==> src/rtl/mcoll_pkg.sv <==
package mcoll_pkg;

    typedef enum logic [1:0] {
        ST_IDLE   = 2'd0,
        ST_LISTEN = 2'd1,
        ST_RECV   = 2'd2,
        ST_DONE   = 2'd3
    } rx_state_e;

endpackage

==> src/rtl/mcoll_edge_watch.sv <==
module mcoll_edge_watch (
    input  logic clk,
    input  logic rst_n,
    input  logic line_i,
    output logic line_now_o,
    output logic rise_o
);
    typedef struct packed {
        logic [1:0] sh;
    } ew_t;

    ew_t q, d;

    always_comb begin
        d.sh       = {q.sh[0], line_i};
        line_now_o = q.sh[0];
        rise_o     = (q.sh == 2'b01);
    end

    always_ff @(posedge clk or negedge rst_n) begin
        if (!rst_n) q <= '{sh: 2'b11};
        else        q <= d;
    end

    // a detected rise means the line was high at the last edge
    p_rise_seen_high_r2: assert property (@(posedge clk) disable iff (!rst_n)
        rise_o |-> $past(line_i));

endmodule

==> src/rtl/mcoll_bit_clock.sv <==
module mcoll_bit_clock #(
    parameter int WORD_W  = 8,
    parameter int BIT_CYC = 16
) (
    input  logic clk,
    input  logic rst_n,
    input  logic load_i,
    input  logic run_i,
    output logic half1_o,
    output logic half2_o,
    output logic last_o
);
    localparam int CNT_W = $clog2(BIT_CYC);
    localparam int IDX_W = $clog2(WORD_W + 1);
    localparam int Q1    = BIT_CYC / 4;
    localparam int Q3    = (3 * BIT_CYC) / 4;

    typedef struct packed {
        logic [CNT_W-1:0] cnt;
        logic [IDX_W-1:0] idx;
    } bc_t;

    bc_t q, d;

    always_comb begin
        d = q;
        if (load_i) begin
            d.cnt = CNT_W'(1);
            d.idx = '0;
        end else if (run_i) begin
            if (q.cnt == CNT_W'(BIT_CYC - 1)) begin
                d.cnt = '0;
                d.idx = q.idx + IDX_W'(1);
            end else begin
                d.cnt = q.cnt + CNT_W'(1);
            end
        end
        half1_o = run_i && (q.idx != '0) && (q.cnt == CNT_W'(Q1));
        half2_o = run_i && (q.idx != '0) && (q.cnt == CNT_W'(Q3));
        last_o  = (q.idx == IDX_W'(WORD_W));
    end

    always_ff @(posedge clk or negedge rst_n) begin
        if (!rst_n) q <= '0;
        else        q <= d;
    end

    // each strobe lasts one cycle and the two never coincide
    p_half1_single_r3: assert property (@(posedge clk) disable iff (!rst_n)
        half1_o |=> !half1_o);
    p_half_disjoint_r3: assert property (@(posedge clk) disable iff (!rst_n)
        !(half1_o && half2_o));

endmodule

==> src/rtl/mcoll_bit_judge.sv <==
module mcoll_bit_judge #(
    parameter int WORD_W = 8
) (
    input  logic              clk,
    input  logic              rst_n,
    input  logic              clear_i,
    input  logic              line_i,
    input  logic              half1_i,
    input  logic              half2_i,
    output logic [WORD_W-1:0] data_o,
    output logic [WORD_W-1:0] coll_o
);
    typedef struct packed {
        logic              first;
        logic [WORD_W-1:0] data;
        logic [WORD_W-1:0] coll;
    } bj_t;

    bj_t  q, d;
    logic same;

    always_comb begin
        d    = q;
        same = (q.first == line_i);
        if (clear_i) begin
            d.data  = '0;
            d.coll  = '0;
            d.first = 1'b0;
        end else begin
            if (half1_i) d.first = line_i;
            if (half2_i) begin
                d.data = {q.data[WORD_W-2:0], same ? 1'b1 : q.first};
                d.coll = {q.coll[WORD_W-2:0], same};
            end
        end
        data_o = q.data;
        coll_o = q.coll;
    end

    always_ff @(posedge clk or negedge rst_n) begin
        if (!rst_n) q <= '0;
        else        q <= d;
    end

    // a flagged cell always reads as 1
    p_coll_reads_one_r5: assert property (@(posedge clk) disable iff (!rst_n)
        (coll_o & ~data_o) == '0);

endmodule

==> src/rtl/mcoll_rx.sv <==
module mcoll_rx
    import mcoll_pkg::*;
#(
    parameter int WORD_W  = 8,
    parameter int BIT_CYC = 16,
    parameter int TMO_CYC = 256
) (
    input  logic              clk,
    input  logic              rst_n,
    input  logic              arm_i,
    input  logic              line_i,
    output logic [WORD_W-1:0] word_o,
    output logic [WORD_W-1:0] coll_o,
    output logic              ready_o,
    output logic              noreply_o
);
    localparam int WAIT_W = $clog2(TMO_CYC);

    typedef struct packed {
        rx_state_e         state;
        logic [WAIT_W-1:0] waitc;
        logic [WORD_W-1:0] word;
        logic [WORD_W-1:0] coll;
        logic              ready;
        logic              noreply;
    } top_t;

    top_t              q, d;
    logic              line_now, rise, half1, half2, last_bit, load, run;
    logic [WORD_W-1:0] jd_data, jd_coll;

    mcoll_edge_watch i_edge (
        .clk        (clk),
        .rst_n      (rst_n),
        .line_i     (line_i),
        .line_now_o (line_now),
        .rise_o     (rise)
    );

    mcoll_bit_clock #(.WORD_W(WORD_W), .BIT_CYC(BIT_CYC)) i_clock (
        .clk     (clk),
        .rst_n   (rst_n),
        .load_i  (load),
        .run_i   (run),
        .half1_o (half1),
        .half2_o (half2),
        .last_o  (last_bit)
    );

    mcoll_bit_judge #(.WORD_W(WORD_W)) i_judge (
        .clk     (clk),
        .rst_n   (rst_n),
        .clear_i (load),
        .line_i  (line_now),
        .half1_i (half1),
        .half2_i (half2),
        .data_o  (jd_data),
        .coll_o  (jd_coll)
    );

    always_comb begin
        d         = q;
        d.ready   = 1'b0;
        d.noreply = 1'b0;
        load      = 1'b0;
        run       = (q.state == ST_RECV);
        case (q.state)
            ST_IDLE: begin
                if (arm_i) begin
                    d.state = ST_LISTEN;
                    d.waitc = '0;
                end
            end
            ST_LISTEN: begin
                if (rise) begin
                    d.state = ST_RECV;
                    load    = 1'b1;
                end else if (q.waitc == WAIT_W'(TMO_CYC - 1)) begin
                    d.state   = ST_IDLE;
                    d.noreply = 1'b1;
                end else begin
                    d.waitc = q.waitc + WAIT_W'(1);
                end
            end
            ST_RECV: begin
                if (half2 && last_bit) d.state = ST_DONE;
            end
            ST_DONE: begin
                d.word  = jd_data;
                d.coll  = jd_coll;
                d.ready = 1'b1;
                d.state = ST_IDLE;
            end
            default: d.state = ST_IDLE;
        endcase
        word_o    = q.word;
        coll_o    = q.coll;
        ready_o   = q.ready;
        noreply_o = q.noreply;
    end

    always_ff @(posedge clk or negedge rst_n) begin
        if (!rst_n) q <= top_t'('0);
        else        q <= d;
    end

    // ready is a single-cycle pulse
    p_ready_single_r6: assert property (@(posedge clk) disable iff (!rst_n)
        ready_o |=> !ready_o);
    // the two outcomes of one request never coincide
    p_pulse_excl_r8: assert property (@(posedge clk) disable iff (!rst_n)
        !(ready_o && noreply_o));
    // no-reply only comes out of the waiting state
    p_noreply_origin_r8: assert property (@(posedge clk) disable iff (!rst_n)
        noreply_o |-> $past(q.state == ST_LISTEN));
    // a reception starts only on a detected rise
    p_recv_on_rise_r2: assert property (@(posedge clk) disable iff (!rst_n)
        (q.state == ST_RECV && $past(q.state) == ST_LISTEN) |-> $past(rise));
    // outputs are frozen while the receiver stays idle
    p_idle_hold_r9: assert property (@(posedge clk) disable iff (!rst_n)
        (q.state == ST_IDLE && $past(q.state) == ST_IDLE) |-> ($stable(word_o) && $stable(coll_o)));

endmodule

==> config.mk <==
export PLATFORM = sky130hd
export DESIGN_NAME = mcoll_rx
export DESIGN_NICKNAME = d
export VERILOG_FILES = /design/src/rtl/mcoll_pkg.sv /design/src/rtl/mcoll_edge_watch.sv /design/src/rtl/mcoll_bit_clock.sv /design/src/rtl/mcoll_bit_judge.sv /design/src/rtl/mcoll_rx.sv
export SDC_FILE = /design/constraint.sdc
export NUM_CORES = 1
export LEC_CHECK = 0
export ABC_AREA = 0
export BUFFER_PORTS_ARGS = -buffer_cell sky130_fd_sc_hd__buf_2
export CORE_MARGIN = 2
export CORE_UTILIZATION = 50
export DETAILED_ROUTE_END_ITERATION = 10
export GPL_TIMING_DRIVEN = 0
export PLACE_DENSITY_LB_ADDON = 0.12
export SYNTH_ARGS = -nofsm -noshare
export SYNTH_HDL_FRONTEND = slang
export SYNTH_SLANG_ARGS = --single-unit
export TNS_END_PERCENT = 100
==> constraint.sdc <==
create_clock -name clk -period 1.9 [get_ports clk]
set_input_delay 0.19 -clock clk [delete_from_list [all_inputs] [get_ports clk]]
set_output_delay 0.19 -clock clk [all_outputs]
set_load 0.02 [all_outputs]
==> results.py, run 1 <==
metrics = {
    "outcome": {
        "outcome": "completed",
    },
    "setup_path": {
        "cp-end-kind": "flip-flop",
        "crit_chain": "nand2b_1, nor3b_2, clkbuf_2, nor2_1",
        "critPathSlowestCell": "dfstp_2",
        "startpoint_type": "flip-flop",
        "cpPeakStageDelay_ps": 580,
        "r2r_slack_ps": 190,
        "r2r_end": "i_judge.coll_o[5]",
        "cp.required_ps": 2100,
        "arrival_ps": 1900,
        "crit_type": "flip-flop to flip-flop",
        "r2r_start": "i_edge.q[0]",
        "crit_start": "i_edge.q[0]",
        "endpoint": "i_judge.coll_o[5]",
        "crit_fanout": 10,
        "r2r_cells": 4,
    },
    "power": {
        "seqPwrFrac": 0.500,
        "pwr-share-comb": 0.263,
        "sw_frac_of_total": 0.327,
        "p_clk_frac": 0.237,
        "p_int_uw": 1900,
        "p_leak_uw": 0.00148,
        "power.density_nw_per_um2": 960,
        "p_sw_uw": 927,
        "ir_drop_uv": 438,
    },
    "timing": {
        "period_needed_ps": 1710,
        "rsz0062_at_grt": "false",
        "worstMarginPinSlew_ps": 1190,
        "hold_viol_final": 0,
        "fin_crit_sh": 0.898,
        "slew_headroom": 0.209,
        "drv_slew": 0,
        "fin_skew_ps": 7.34,
        "setup_viol": 0,
        "fmax_mhz": 586,
        "whs_ps": 120,
        "finalWorstSetupSlack_ps": 193,
    },
    "clock_tree": {
        "clock-root-buffer": "clkbuf_8",
        "clock_path_buffers": 2,
        "clk_latency_ps": 310,
        "cts_buffers": 5,
        "clkSinkCount": 55,
        "cts_tree": "built",
        "path_clk_slew_ps": 90,
        "h-tree-depth": 2,
    },
    "cells_and_area": {
        "drive_gt1_frac": 0.298,
        "diodes": 0,
        "layout_common_cells": "53 x dfrtp_1, 27 x nor2_1, 23 x buf_2",
        "final_common_cell": "dfrtp_1",
        "nNetsFinal": 274,
        "areaGrowthSynthToFinish_pct": 12.8,
    },
    "flow_run": {
        "max-cap-violations": 0,
    },
    "floorplanning": {
        "fp.dieH_um": 76.3,
        "die_area_um2": 5820,
        "core_um2": 5070,
        "die_width_um": 76.3,
        "io_pins": 22,
        "initial_utilization": 0.515,
        "num_rows": 26,
    },
    "synthesis": {
        "ys_seq_area_frac": 0.528,
        "yosys.area.top_type": "dfrtp_1",
        "synth_xor_area_frac": 0.0134,
        "yosysWarnings": 0,
        "synth_edf_count": 0,
        "synth_mux_area_frac": 0.138,
        "syn_nets": 242,
        "synthDistinctLibCells": 41,
        "postSynthAreaPerCell_um2": 11.3,
        "synthArstFlopShare": 1.00,
        "synth_top_family_by_area": "multiplexers",
        "synth_flop_cell": "dfrtp_1",
        "syn_area_um2": 2610,
        "synthSimpleGateAreaFrac": 0.135,
        "yosys_register_bits": 55,
        "synth_fa_ha_area_frac": 0.0287,
        "synth_cells": 232,
        "synth.area.top_cells": "dfrtp_1 51%, mux2i_1 6.9%, mux2_2 6.9%, buf_4 4.6%, nor2_1 3.9%",
        "synth_compound_area_frac": 0.0732,
        "synth.top_cell.area_share": 0.507,
    },
    "placed_design": {
        "post-place-ws_ps": -243,
        "io_buffer_count": 21,
        "place_congestion": 0.792,
        "dp_hpwl_um": 2920,
    },
    "detailed_routing": {
        "dr_wl_met3_um": 140,
        "top_layer": "met4",
        "route.vias.total": 1724,
        "routedWlPerCell_um": 12.9,
        "vias_per_cell": 5.15,
        "drc": 0,
        "dr.pass1.iters": 4,
        "detail-route-antenna-nets": 0,
        "dr_wl_met2_um": 1980,
        "drtIter0Drc": 150,
        "met1Wirelength_um": 2140,
        "wirelength_um": 4330,
    },
    "global_routing": {
        "antenna_found_initial": 0,
        "grt_pass1_wl_um": 7850,
        "grt_pass1_vias": 1698,
        "grt_use_total": 0.166,
        "grt_max_degree": 56,
        "overflow": 0,
    },
    "worst_hold_path": {
        "worstHoldPathType": "input port to async pin",
    },
}
[kinds of logic after synthesis]
kind of cell / Yosys count
flip-flops: 55
adder cells (fa/ha/maj): 6
multiplexers: 34
XOR/XNOR: 4
AO/OA/AOI/OAI: 30
buffers and inverters: 35
AND/OR/NAND/NOR: 68
[how the worst min path moves through the flow]
| stage | start | endpoint | depth (start not counted) |
|---|---|---|---|
| 3_3_place_gp | line_i | i_edge.q[0] | 1 |
| 4_1_cts | rst_n | coll_o[2] | 1 |
| 6_report | rst_n | coll_o[2] | 1 |
| 2_1_floorplan | rst_n | async pin | 0 |
| 3_5_place_dp | line_i | i_edge.q[0] | 1 |
| 5_1_grt | rst_n | i_judge.coll_o[2] | 1 |
[metrics by stage]
stage	TNS [ps]	instance area, um2	std cells	total power [uW]	util
after floorplan	0	2610	232	1980	-
after global placement	-4880	2810	323	2160	0.553
after detailed placement	-4520	2810	323	2180	0.553
after CTS	0	2920	332	2870	0.575
after global routing	0	2950	335	3040	0.581
final	0	2950	335	2830	0.581
[power by group through the flow]
| stage | Sequential, uW | Combinational, uW | Clock, uW |
|---|---|---|---|
| finish | 1420 | 743 | 671 |
| global route | 1440 | 845 | 752 |
| CTS | 1410 | 752 | 703 |
| detailed placement | 1440 | 742 | 0 |
| global placement | 1430 | 728 | 0 |
| floorplan | 1410 | 567 | 0 |
[critical path: cells and delay by family (launching register included)]
kind | cells | cell delay (ps)
buf+inv | 1 | 320
simple gates | 3 | 690
flops | 1 | 580
[sequential cells by signal, indices dropped and copies added, names as in the netlist, named ones only]
name and count:
i_judge.data_o 8, i_clock.q 8, i_judge.coll_o 8, q 9, coll_o 8, i_judge.q 1, i_edge.q 2, ready_o 1
word_o 8, noreply_o 1
[per-layer routing]
layer	vias to the layer above	GRT usage
met4	0	0.0600
met2	22	0.258
met3	6	0.0391
li1	859	-
met5	-	0
met1	837	0.228
[what timing repair did]
action / in CTS / in global routing
gates resized for setup: 1 / 5
cloned: 0 / 0
buffers inserted: 0 / 3
hold endpoints to repair: 1 / 0
hold buffers: 1 / 0
setup endpoints to repair: 20 / 21
pin swaps: 0 / 1
[area by class of cell]
| cell class | count | area, um2 |
|---|---|---|
| Timing Repair Buffer | 25 | 138 |
| Sequential cell | 55 | 1380 |
| Clock inverter | 2 | 16.3 |
| Buffer | 26 | 189 |
| Clock buffer | 6 | 82.6 |
| Tap cell | 70 | 87.6 |
| Inverter | 9 | 33.8 |
| Multi-Input combinational cell | 142 | 1020 |
| Fill cell | 434 | 2130 |
[cells in the mapped netlist, drive strengths merged (3+ instances only)]
cell type  count
a21oi          6
o31ai          4
and3           3
a31oi          6
nor3           3
o21ai          7
nand2          8
mux2i         18
dfrtp         53
clkbuf         5
mux2          16
ha             6
o221ai         3
nand3          9
inv            9
nand2b         5
buf           21
nor2          27
(Power assumes the default switching activity.)
==> run 2, diff against run 1 <==
Settings changed: PLACE_DENSITY_LB_ADDON 0.12 to 0.1.
==> results.py, run 2 (synthesis gave the netlist of run 1 again) <==
metrics = {
    "global_routing": {
        "grt_pass1_wl_um": 7600,
        "antenna_found_initial": 0,
        "overflow": 0,
        "grt_max_degree": 56,
        "grt_pass1_vias": 1585,
        "grt_use_total": 0.160,
    },
    "detailed_routing": {
        "vias_per_cell": 5.08,
        "drc": 0,
        "routedWlPerCell_um": 12.4,
        "drtIter0Drc": 84,
        "wirelength_um": 4180,
        "route.vias.total": 1711,
        "detail-route-antenna-nets": 0,
        "dr.pass1.iters": 4,
    },
    "worst_hold_path": {
        "worstHoldPathType": "input port to flip-flop",
    },
    "clock_tree": {
        "cts_tree": "built",
        "clock_path_buffers": 2,
        "clock-root-buffer": "clkbuf_8",
        "path_clk_slew_ps": 100,
        "clk_latency_ps": 300,
        "h-tree-depth": 2,
        "cts_buffers": 5,
        "clkSinkCount": 55,
    },
    "placed_design": {
        "dp_hpwl_um": 2850,
        "post-place-ws_ps": -209,
        "place_congestion": 0.804,
        "io_buffer_count": 21,
    },
    "timing": {
        "rsz0062_at_grt": "false",
        "period_needed_ps": 1680,
        "finalWorstSetupSlack_ps": 220,
        "drv_slew": 0,
        "setup_viol": 0,
        "fin_skew_ps": 10.6,
        "fin_crit_sh": 0.884,
        "hold_viol_final": 0,
        "setup_tns_ps": 0,
        "slew_headroom": 0.555,
        "fmax_mhz": 595,
        "worstMarginPinSlew_ps": 667,
    },
    "cells_and_area": {
        "regArea_um2": 1380,
        "multiInputGateArea_um2": 1020,
        "layout_common_cells": "53 x dfrtp_1, 27 x nor2_1, 23 x buf_2",
        "final_common_cell": "dfrtp_1",
        "drive_gt1_frac": 0.296,
        "nNetsFinal": 276,
        "areaGrowthSynthToFinish_pct": 13.8,
        "postLayoutCoreUtil": 0.586,
        "fillCellCount": 456,
        "regMostFlops": "q",
        "diodes": 0,
        "largest_reg_flops": 9,
    },
    "setup_path": {
        "startpoint_type": "flip-flop",
        "critPathSlowestCell": "dfrtp_1",
        "cpPeakStageDelay_ps": 370,
        "r2r_slack_ps": 220,
        "r2r_end": "i_judge.coll_o[0]",
        "crit_type": "flip-flop to flip-flop",
        "cp.depth": 7,
        "crit_start": "i_clock.q[0]",
        "r2r_cells": 7,
        "r2r_start": "i_clock.q[0]",
        "cp.required_ps": 2100,
        "cp-end-kind": "flip-flop",
        "path_buf_inv": 2,
        "endpoint": "i_judge.coll_o[0]",
        "arrival_ps": 1880,
        "crit_fanout": 10,
        "crit_chain": "inv_1, ha_1, nor3b_1, nor3_4, buf_8, mux2i_1, nor2_1",
        "critical_path.top_delay_family": "simple AND/OR/NAND/NOR gates",
    },
    "power": {
        "ir_drop_uv": 424,
        "power.density_nw_per_um2": 946,
        "p_int_uw": 1910,
        "seqPwrFrac": 0.500,
        "total_power_uw": 2820,
        "p_clk_frac": 0.238,
        "p_sw_uw": 910,
        "pwr-share-comb": 0.262,
        "p_leak_uw": 0.00149,
        "sw_frac_of_total": 0.323,
    },
    "floorplanning": {
        "fp.dieH_um": 76.3,
        "io_pins": 22,
        "num_rows": 26,
        "core_um2": 5070,
        "die_area_um2": 5820,
        "initial_utilization": 0.515,
        "die_width_um": 76.3,
    },
    "flow_run": {
        "max-cap-violations": 0,
    },
    "outcome": {
        "outcome": "completed",
    },
}
## run 2: how the worst min path moves through the flow
stage,start,to,cells after the start
after floorplan,rst_n,async pin,0
after global placement,line_i,i_edge.q[0],1
after detailed placement,line_i,i_edge.q[0],1
after CTS,rst_n,word_o[5],1
after global routing,i_edge.q[0],i_edge.q[1],0
final,arm_i,q[18],4
## run 2: routing by layer
layer / global-route usage / wire, um / vias up
met5: 0 / 0 / -
met4: 0.0436 / 38 / 0
met3: 0.0427 / 130 / 5
met2: 0.242 / 1910 / 23
met1: 0.229 / 2090 / 830
li1: - / - / 853
## run 2: worst min-delay path, stage by stage
cell      delay [ps]
buf_2             80
nand2b_1         110
o221ai_1         190
o21ai_0           80
## run 2: repair_timing
item	4_1_cts	5_1_grt
gates resized for setup	1	4
hold endpoints to repair	1	27
setup buffers	3	0
endpoints found under the setup margin	20	20
cloned	0	0
pin swaps	1	0
hold buffers	1	1
## run 2: through the flow
step	cell area [um2]	std cells	hold slack, ps
floorplan	2610	232	-106
CTS	2940	335	164
global route	2980	337	412
finish	2980	337	384
global placement	2810	323	296
detailed placement	2810	323	297
## run 2: power by group through the flow
stage | registers [uW] | clock network, uW | logic (uW)
2_1_floorplan | 1410 | 0 | 567
3_3_place_gp | 1430 | 0 | 725
3_5_place_dp | 1430 | 0 | 735
4_1_cts | 1410 | 701 | 742
5_1_grt | 1430 | 752 | 839
6_report | 1410 | 670 | 739
## run 2: final cells by class
| class | count | share of cell area |
|---|---|---|
| repair buffers | 27 | 0.0564 |
| plain buffers | 26 | 0.0635 |
| flip-flops and latches | 55 | 0.463 |
| well taps | 70 | 0.0294 |
| inverters | 9 | 0.0114 |
| clock buffers | 6 | 0.0278 |
| multi-input cells | 142 | 0.343 |
| clock inverters | 2 | 0.00547 |
